## config.mk

```make
export PLATFORM = sky130hd
export DESIGN_NAME = psram_pwr_ctrl
export DESIGN_NICKNAME = d
export VERILOG_FILES = /design/src/rtl/psram_pwr_pkg.sv /design/src/rtl/psram_pwr_win_timer.sv /design/src/rtl/psram_pwr_region.sv /design/src/rtl/psram_pwr_fsm.sv /design/src/rtl/psram_pwr_ctrl.sv
export SDC_FILE = /design/constraint.sdc
export NUM_CORES = 1
export LEC_CHECK = 0
export BUFFER_PORTS_ARGS = -buffer_cell sky130_fd_sc_hd__buf_2
export CAP_MARGIN = 0
export CORE_MARGIN = 2
export CORE_UTILIZATION = 49
export CTS_BUF_LIST = sky130_fd_sc_hd__clkbuf_2 sky130_fd_sc_hd__clkbuf_4 sky130_fd_sc_hd__clkbuf_8
export DETAILED_ROUTE_END_ITERATION = 8
export PLACE_DENSITY = 0.83
export REMOVE_ABC_BUFFERS = 1
export SLEW_MARGIN = 20
export SYNTH_ARGS = -nofsm -noshare
export SYNTH_HDL_FRONTEND = slang
export SYNTH_SLANG_ARGS = --single-unit
```

## constraint.sdc

```tcl
create_clock -name clk -period 2.5 [get_ports clk]
set_input_delay 0.125 -clock clk [delete_from_list [all_inputs] [get_ports clk]]
set_output_delay 0.125 -clock clk [all_outputs]
set_load 0.005 [all_outputs]
```

## src/rtl/psram_pwr_pkg.sv

```systemverilog
package psram_pwr_pkg;

    typedef enum logic [1:0] {
        PM_ACTIVE  = 2'd0,
        PM_CFG_WIN = 2'd1,
        PM_STBY    = 2'd2,
        PM_DEEP    = 2'd3
    } pm_state_e;

    typedef struct packed {
        logic deep_en;
        logic par_en;
        logic rms_en;
        logic size16;
        logic upper;
    } pm_cfg_t;

    localparam int CFG_W = 5;

    localparam logic [1:0] MODE_NORMAL    = 2'd0;
    localparam logic [1:0] MODE_STBY_PAR  = 2'd1;
    localparam logic [1:0] MODE_STBY_FULL = 2'd2;
    localparam logic [1:0] MODE_DEEP      = 2'd3;

endpackage

```

## src/rtl/psram_pwr_win_timer.sv

```systemverilog
module psram_pwr_win_timer #(
    parameter int WIN_CYC = 100
) (
    input  logic clk,
    input  logic rst_n,
    input  logic run,
    output logic win_last
);
    localparam int CW = (WIN_CYC > 1) ? $clog2(WIN_CYC) : 1;
    localparam logic [CW-1:0] LAST_VAL = CW'(WIN_CYC - 1);

    logic [CW-1:0] cnt_q;

    always_ff @(posedge clk or negedge rst_n) begin
        if (!rst_n) begin
            cnt_q <= '0;
        end else if (!run) begin
            cnt_q <= '0;
        end else if (!win_last) begin
            cnt_q <= cnt_q + 1'b1;
        end
    end

    assign win_last = (cnt_q == LAST_VAL);

endmodule

```

## src/rtl/psram_pwr_region.sv

```systemverilog
module psram_pwr_region #(
    parameter int AW = 21
) (
    input  logic          en,
    input  logic          size16,
    input  logic          upper,
    output logic [AW-1:0] lo,
    output logic [AW-1:0] hi
);
    localparam logic [AW-1:0] TOP_ADDR  = '1;
    localparam logic [AW-1:0] HALF_BASE = AW'(1) << (AW - 1);
    localparam logic [AW-1:0] HALF_END  = HALF_BASE - AW'(1);
    localparam logic [AW-1:0] QTR_END   = (AW'(1) << (AW - 2)) - AW'(1);
    localparam logic [AW-1:0] Q3_BASE   = TOP_ADDR - QTR_END;

    always_comb begin
        if (!en) begin
            lo = '0;
            hi = TOP_ADDR;
        end else if (size16) begin
            lo = upper ? HALF_BASE : '0;
            hi = upper ? TOP_ADDR : HALF_END;
        end else begin
            lo = upper ? Q3_BASE : '0;
            hi = upper ? TOP_ADDR : QTR_END;
        end
    end

endmodule

```

## src/rtl/psram_pwr_fsm.sv

```systemverilog
module psram_pwr_fsm
    import psram_pwr_pkg::*;
(
    input  logic      clk,
    input  logic      rst_n,
    input  logic      zz_n,
    input  logic      deep_armed,
    input  logic      win_last,
    output pm_state_e state_q,
    output pm_state_e state_d
);

    always_ff @(posedge clk or negedge rst_n) begin
        if (!rst_n) begin
            state_q <= PM_ACTIVE;
        end else begin
            state_q <= state_d;
        end
    end

    always_comb begin
        state_d = state_q;
        unique case (state_q)
            PM_ACTIVE: begin
                if (!zz_n) begin
                    state_d = deep_armed ? PM_DEEP : PM_CFG_WIN;
                end
            end
            PM_CFG_WIN: begin
                if (zz_n) begin
                    state_d = PM_ACTIVE;
                end else if (win_last) begin
                    state_d = PM_STBY;
                end
            end
            PM_STBY: begin
                if (zz_n) begin
                    state_d = PM_ACTIVE;
                end
            end
            PM_DEEP: begin
                if (zz_n) begin
                    state_d = PM_ACTIVE;
                end
            end
        endcase
    end

endmodule

```

## src/rtl/psram_pwr_ctrl.sv

```systemverilog
module psram_pwr_ctrl
    import psram_pwr_pkg::*;
#(
    parameter int ADDR_W  = 21,
    parameter int WIN_CYC = 100
) (
    input  logic              clk,
    input  logic              rst_n,
    input  logic              zz_n,
    input  logic              ce_n,
    input  logic              we_n,
    input  logic [ADDR_W-1:0] addr,
    output logic              acc_ok,
    output logic [ADDR_W-1:0] ref_lo,
    output logic [ADDR_W-1:0] ref_hi,
    output logic              ref_en,
    output logic [1:0]        mode_st,
    output logic              data_lost
);

    pm_state_e state_q, state_d;
    pm_cfg_t   cfg_q;
    logic      we_q, we_strobe, cfg_wr;
    logic      win_last, in_stby, load_size, wake_deep;
    logic      rms_en_q, size16_q, upper_q;
    logic [ADDR_W-1:0] sz_lo, sz_hi;
    logic      in_size;

    psram_pwr_fsm u_fsm (
        .clk        (clk),
        .rst_n      (rst_n),
        .zz_n       (zz_n),
        .deep_armed (cfg_q.deep_en),
        .win_last   (win_last),
        .state_q    (state_q),
        .state_d    (state_d)
    );

    psram_pwr_win_timer #(.WIN_CYC(WIN_CYC)) u_timer (
        .clk      (clk),
        .rst_n    (rst_n),
        .run      (state_q == PM_CFG_WIN),
        .win_last (win_last)
    );

    assign in_stby   = (state_q == PM_CFG_WIN) || (state_q == PM_STBY);
    assign we_strobe = we_q && !we_n && !ce_n;
    assign cfg_wr    = (state_q == PM_CFG_WIN) && !zz_n && we_strobe;
    assign load_size = in_stby && (state_d == PM_ACTIVE);
    assign wake_deep = (state_q == PM_DEEP) && (state_d == PM_ACTIVE);

    always_ff @(posedge clk or negedge rst_n) begin
        if (!rst_n) begin
            we_q      <= 1'b1;
            cfg_q     <= '0;
            rms_en_q  <= 1'b0;
            size16_q  <= 1'b0;
            upper_q   <= 1'b0;
            data_lost <= 1'b0;
        end else begin
            we_q <= we_n;
            if (wake_deep) begin
                cfg_q     <= '0;
                rms_en_q  <= 1'b0;
                size16_q  <= 1'b0;
                upper_q   <= 1'b0;
                data_lost <= 1'b1;
            end else begin
                if (cfg_wr) begin
                    cfg_q <= pm_cfg_t'(addr[CFG_W-1:0]);
                end
                if (load_size) begin
                    rms_en_q <= cfg_q.rms_en;
                    size16_q <= cfg_q.size16;
                    upper_q  <= cfg_q.upper;
                end
                if ((state_q == PM_ACTIVE) && we_strobe) begin
                    data_lost <= 1'b0;
                end
            end
        end
    end

    psram_pwr_region #(.AW(ADDR_W)) u_size_rgn (
        .en     (rms_en_q),
        .size16 (size16_q),
        .upper  (upper_q),
        .lo     (sz_lo),
        .hi     (sz_hi)
    );

    psram_pwr_region #(.AW(ADDR_W)) u_ref_rgn (
        .en     (cfg_q.par_en && in_stby),
        .size16 (cfg_q.size16),
        .upper  (cfg_q.upper),
        .lo     (ref_lo),
        .hi     (ref_hi)
    );

    assign in_size = (addr >= sz_lo) && (addr <= sz_hi);

    always_comb begin
        unique case (state_q)
            PM_ACTIVE: begin
                mode_st = MODE_NORMAL;
                ref_en  = 1'b1;
                acc_ok  = in_size;
            end
            PM_CFG_WIN, PM_STBY: begin
                mode_st = cfg_q.par_en ? MODE_STBY_PAR : MODE_STBY_FULL;
                ref_en  = 1'b1;
                acc_ok  = 1'b0;
            end
            PM_DEEP: begin
                mode_st = MODE_DEEP;
                ref_en  = 1'b0;
                acc_ok  = 1'b0;
            end
        endcase
    end

endmodule

```

==> results of run 1 <==
per-stage QoR:
| stage | cell area (um2) | utilization [%] | setup WS (ns) |
|---|---|---|---|
| finish | 1720 | 55.5 | 0.135 |
| global route | 1720 | 55.5 | 0.00232 |
| CTS | 1720 | 55.5 | 0.142 |
| detailed placement | 1670 | 53.9 | 0.370 |
| global placement | 1670 | 53.9 | 0.403 |
| floorplan | 1450 | - | 0.568 |
sequential cells by signal, indices dropped and copies added (netlist names):
name	flops
rms_en_q	1
we_q	1
upper_q	1
cfg_q	5
data_lost	1
u_timer.cnt_q	7
u_fsm.state_q	2
size16_q	1
metal layers:
layer	global-route usage (%)	part of all wire [%]	up-vias
met5	0	0	-
met4	5.47	1.5	0
met3	3.78	6.4	5
met2	26.6	48	46
met1	23.3	44	566
li1	-	-	601
power by group:
| part | internal, mW | total [mW] | switching [mW] |
|---|---|---|---|
| combinational | 0.356 | 0.798 | 0.441 |
| sequential | 0.405 | 0.505 | 0.100 |
| clock | 0.0731 | 0.160 | 0.0869 |
| total | 0.834 | 1.46 | 0.629 |
timing repair:
action,in CTS,in global routing
buffers inserted,0,0
hold buffers,2,0
endpoints found under the hold margin,19,0
cell usage after synthesis (all sizes together) (2+ instances only):
library cell	n
xnor2	5
nor4	4
nand3	9
dfrtp	18
buf	40
and3	2
nor2b	4
nand3b	3
ha	10
o21ai	6
o211ai	2
nand4	4
and2	4
nor2	8
nand2b	2
nor4b	2
conb	2
nand2	16
nor3b	2
inv	4
a21oi	9
mux2i	6
o311ai	3
cell families after synthesis:
kind of cell / count (synthesis)
adder cells (fa/ha/maj): 10
multiplexers: 7
AND/OR/NAND/NOR: 66
AO/OA/AOI/OAI: 21
other: 2
flip-flops: 19
buffers and inverters: 44
XOR/XNOR: 6
worst min-delay path by stage:
| stage | start | end |
|---|---|---|
| floorplan | rst_n | cfg_q[0] |
| global placement | rst_n | u_timer.cnt_q[5] |
| detailed placement | rst_n | u_timer.cnt_q[3] |
| CTS | addr[0] | cfg_q[0] |
| global route | addr[4] | cfg_q[4] |
| finish | addr[0] | cfg_q[0] |
layout make-up:
type | count | area, um2 | area share, %
repair buffers | 36 | 190 | 11.0
multi-input cells | 148 | 956 | 55.5
clock buffers | 4 | 30.0 | 1.74
well taps | 44 | 55.1 | 3.20
inverters | 4 | 15.0 | 0.871
flip-flops and latches | 19 | 477 | 27.7
worst register-to-register path: stages (launching register included):
cell and delay, ns:
dfrtp_1 0.50, inv_1 0.12, ha_1 0.30, or3_4 0.44, nand3b_4 0.12, nand3_4 0.10
and2_4 0.21, o311ai_2 0.25
==> flow_metrics.env, run 1 <==
export IMPL_status="finished, final reports clean"
export IMPL_drv_slew=0
export IMPL_final_common_cell="conb_1"
export IMPL_setup_tns_ns=0
export IMPL_crit_chain="nor3b_1 > ha_1 > nand4_1 > or4_1 > nor3_1 > o21ai_1 > nor2_1 > buf_2"
export IMPL_synth_mux_area_share_pct=4.42
export IMPL_ioPinCount=73
export IMPL_synthArstFlopShare_pct=100
export IMPL_fin_worst_skew_ns=0.00452
export IMPL_firstDrtPassIters=4
export IMPL_h_tree_depth=1
export IMPL_row_count=20
export IMPL_finalPower_mw=1.46
export IMPL_slew_headroom_pct=65.1
export IMPL_hold_viol_final=0
export IMPL_max_slew_worst_pin_slew_ns=0.523
export IMPL_wl_um=2930
export IMPL_path_depth=8
export IMPL_cts_root_buf="clkbuf_4"
export IMPL_syn_avg_cell_area_um2=9.22
export IMPL_dpl_cell_count=249
export IMPL_crit_type="reg2out"
export IMPL_cts_buffers_inserted=3
export IMPL_crit_buf_inv=1
export IMPL_portBuffers=34
export IMPL_r2r_end="rms_en_q"
export IMPL_core_um2=3100
export IMPL_dieArea_um2=3770
export IMPL_slowest_stage="or4_1"
export IMPL_avgViaCountPerCell=4.78
export IMPL_syn_area_um2=1610
export IMPL_clkSlewWorstSetupHoldPaths_ns=0.10
export IMPL_synth_edf_count=0
export IMPL_period_share_pct=94.6
export IMPL_ant_nets=0
export IMPL_grtUsageTotal_pct=17.0
export IMPL_ctsResizeCount=0
export IMPL_final_cells=255
export IMPL_initial_core_util_pct=52.0
export IMPL_wl_per_cell_um=11.5
export IMPL_synth_xor_area_share_pct=3.26
export IMPL_timing_rr_start="u_fsm.state_q[1]"
export IMPL_dp_hpwl_um=2390
export IMPL_final_fill_count=285
export IMPL_grt_pass1_wl_um=4750
export IMPL_final_cell_mix="38 x conb_1, 34 x buf_2, 18 x dfrtp_1"
export IMPL_first_global_vias=1051
export IMPL_hold_path_class="in2reg"
export IMPL_clk_latency_ns=0.30
export IMPL_drcViolationCount=0
export IMPL_critical_path_endpoint="acc_ok"
export IMPL_cts_tree="built"
export IMPL_synth_simple_area_share_pct=24.6
export IMPL_cp_data_required_time_ns=2.38
export IMPL_fmax_ghz=0.423
export IMPL_diodes=0
export IMPL_grt_overflow=0
export IMPL_p_per_area_nw_per_um2=849
export IMPL_place_congestion=0.948
export IMPL_reg2reg_slack_ns=0.36
export IMPL_worstPathArrival_ns=2.24
export IMPL_yosysSeqAreaShare_pct=29.6
export IMPL_worst_path_largest_cell_delay_ns=0.50
export IMPL_drtIter0Drc=54
export IMPL_clock_sinks=19
export IMPL_ys_warn_count=0
export IMPL_end_kind="output port"
export IMPL_worstPathMaxFanout=6
export IMPL_synth_seq_cells=19
export IMPL_start_kind="flop"
export IMPL_grt_max_degree=20
export IMPL_antenna_found_initial=0
export IMPL_p_leak_nw=0.880
export IMPL_synth_top_cells_by_area="dfrtp_1 28%, buf_4 18%, ha_1 7.8%"
export IMPL_synth_compound_area_share_pct=10.4
export IMPL_maxCapViolCount=0
export IMPL_die_x_um=61.4
export IMPL_syn_inst=175
export IMPL_synth_top_family_by_area="simple AND/OR/NAND/NOR gates"
export IMPL_cp_top_family="simple AND/OR/NAND/NOR gates"
export IMPL_synth_cell_types=42
export IMPL_startpoint="rms_en_q"
export IMPL_vias=1218
export IMPL_synth_top_cell_by_area="dfrtp_1"
export IMPL_synth_adder_area_share_pct=7.76
export IMPL_rsz0062_at_grt="no"
export IMPL_ff2ff_path_depth=7
export IMPL_die_h_um=61.4
export IMPL_holdWs_ns=0.144
export IMPL_synth_main_ff_cell="dfrtp_1"
export IMPL_finalNetCount=248
export IMPL_finalSetupViolations=0
export IMPL_min_path_cells=3
export IMPL_drive_gt1_share_pct=24.6
export IMPL_syn2layout_area_growth_pct=6.83
export IMPL_clock_path_buffers=2
export IMPL_yosysTopAreaCellShare_pct=27.9
export IMPL_post_route_min_period_ns=2.37
export IMPL_irDropWorstVdd_v=0.000325
Power figures use the tool's default switching activity.
==> run 2: changes to the inputs <==
- CORE_MARGIN: 2 -> 4
- MAX_ROUTING_LAYER: unset -> met4
==> run 2 against run 1 <==
Compared with the run above: sequential cell count unchanged; wire length increased by 7.7%; hold slack worse by 0.022 ns; clock power about the same; count of clock-buffer cells in the layout decreased by 1; sequential power is essentially flat; sequential share of layout area about the same; via count increased by 0.25%; die area increased by 13%; first-iteration DRC count decreased by 15%; utilization shrank 0.081 points; non-clock buffer count unchanged; critical endpoint unchanged; largest power group unchanged.
==> flow_metrics.env, run 2 (synthesis gave the netlist of run 1 again) <==
export IMPL_top_regs="u_timer.cnt_q x7, cfg_q x5, u_fsm.state_q x2"
export IMPL_antenna_found_initial=0
export IMPL_ctsResizeCount=0
export IMPL_h_tree_depth=1
export IMPL_final_area_um2=1720
export IMPL_fmax_ghz=0.431
export IMPL_clk_latency_ns=0.31
export IMPL_ioPinCount=73
export IMPL_dpl_cell_count=249
export IMPL_post_route_min_period_ns=2.32
export IMPL_start_kind="flop"
export IMPL_initial_core_util_pct=52.0
export IMPL_fin_ws_ns=0.182
export IMPL_worstPathArrival_ns=2.19
export IMPL_cts_tree="built"
export IMPL_wl_per_cell_um=12.4
export IMPL_cts_setup_buffers=0
export IMPL_crit_type="reg2out"
export IMPL_first_global_vias=1175
export IMPL_netSwitchingPower_uw=651
export IMPL_die_x_um=65.4
export IMPL_cts_root_buf="clkbuf_4"
export IMPL_power_frac_clock_pct=10.9
export IMPL_clkSlewWorstSetupHoldPaths_ns=0.11
export IMPL_place_congestion=0.942
export IMPL_end_kind="output port"
export IMPL_ant_nets=0
export IMPL_met3_usage_pct=1.54
export IMPL_die_h_um=65.4
export IMPL_drive_gt1_share_pct=24.6
export IMPL_final_common_cell="conb_1"
export IMPL_power_frac_seq_pct=34.5
export IMPL_comb_power_share_pct=54.6
export IMPL_grt_overflow=0
export IMPL_rsz0062_at_grt="no"
export IMPL_avgViaCountPerCell=4.79
export IMPL_top_usage_layer="met2"
export IMPL_fin_worst_skew_ns=0.00674
export IMPL_final_cell_mix="38 x conb_1, 34 x buf_2, 18 x dfrtp_1"
export IMPL_timing_rr_start="u_fsm.state_q[1]"
export IMPL_dieArea_um2=4270
export IMPL_regMostFlops="u_timer.cnt_q"
export IMPL_irDropWorstVdd_v=0.000266
export IMPL_status="finished, final reports clean"
export IMPL_final_fill_count=292
export IMPL_finalSetupViolations=0
export IMPL_syn2layout_area_growth_pct=6.67
export IMPL_placed_area_um2=1670
export IMPL_firstDrtPassIters=4
export IMPL_ff2ff_path_depth=7
export IMPL_grt_util_met2_pct=25.4
export IMPL_worstPathMaxFanout=6
export IMPL_grt_max_degree=20
export IMPL_netSwitchingFraction_pct=44.3
export IMPL_p_leak_nw=0.879
export IMPL_diodes=0
export IMPL_setup_tns_ns=0
export IMPL_core_um2=3100
export IMPL_grtUsageTotal_pct=15.4
export IMPL_grtUsageMet1_pct=19.6
export IMPL_wl_um=3150
export IMPL_cts_buffers_inserted=3
export IMPL_cp_data_required_time_ns=2.38
export IMPL_final_cells=255
export IMPL_min_path_cells=3
export IMPL_drcViolationCount=0
export IMPL_grt_pass1_wl_um=5090
export IMPL_clock_path_buffers=2
export IMPL_drv_slew=0
export IMPL_finalNetCount=248
export IMPL_dp_hpwl_um=2550
export IMPL_intPower_uw=820
export IMPL_drtIter0Drc=46
export IMPL_hold_path_class="in2reg"
export IMPL_slew_headroom_pct=65.9
export IMPL_row_count=20
export IMPL_period_share_pct=92.7
export IMPL_largest_reg_flops=7
export IMPL_max_slew_worst_pin_slew_ns=0.511
export IMPL_startpoint="rms_en_q"
export IMPL_p_per_area_nw_per_um2=855
export IMPL_maxCapViolCount=0
export IMPL_hold_viol_final=0
export IMPL_vias=1221
export IMPL_clock_sinks=19
export IMPL_portBuffers=34
export IMPL_worstHoldStart="addr[2]"
export IMPL_place_ws_ns=0.379
[run 2: changes by cell type in the layout (fill, tap and decap cells not counted)]
cell / change
clkbuf_4: -1
clkinv_2: +1
[run 2: through the flow]
stage	power (mW)	util, %	hold WS, ns
floorplan	1.09	-	-0.171
global route	1.60	55.4	0.137
global placement	1.29	53.9	0.0777
detailed placement	1.31	53.9	0.0825
finish	1.47	55.4	0.122
CTS	1.47	55.4	0.128
[run 2: final timing paths]
| check | slack [ns] | endpoint |
|---|---|---|
| max | 0.18 | acc_ok |
| min | 0.12 | cfg_q[2] |
| max reg2reg | 0.34 | upper_q |
| min reg2reg | 0.51 | data_lost |
| max in group asynchronous | 1.88 | we_q |
| min in group asynchronous | 0.28 | u_timer.cnt_q[5] |
[run 2: area by class of cell]
| class | count | area [um2] | share of cell area (%) |
|---|---|---|---|
| multi-input combinational | 148 | 956 | 55.6 |
| clock buffer | 3 | 22.5 | 1.31 |
| timing repair buffer | 36 | 190 | 11.1 |
| sequential | 19 | 477 | 27.7 |
| clock inverter | 1 | 5.00 | 0.291 |
| tap | 44 | 55.1 | 3.20 |
| inverter | 4 | 15.0 | 0.873 |
[run 2: routing by layer]
| metal | routed length (um) | vias up |
|---|---|---|
| met5 | 0 | - |
| met4 | 43 | 0 |
| met3 | 122 | 5 |
| met2 | 1550 | 34 |
| met1 | 1440 | 574 |
| li1 | - | 608 |
[run 2: what timing repair did]
action                                  4_1_cts  5_1_grt
endpoints found under the setup margin        0        0
hold buffers                                  2        0
endpoints found under the hold margin        19        0
[run 2: critical path: stages (launching register included)]
cell and delay (ns):
dfrtp_1 0.43, nor3b_1 0.16, ha_1 0.28, nand4_1 0.08, or4_1 0.49, nor3_1 0.15
o21ai_1 0.08, nor2_1 0.11, buf_2 0.11
[run 2: power groups by stage]
stage / combinational (mW) / sequential (mW) / clock, mW
after detailed placement: 0.796 / 0.513 / 0
final: 0.804 / 0.507 / 0.160
after floorplan: 0.607 / 0.486 / 0
after CTS: 0.806 / 0.505 / 0.159
after global routing: 0.899 / 0.522 / 0.179
after global placement: 0.784 / 0.506 / 0
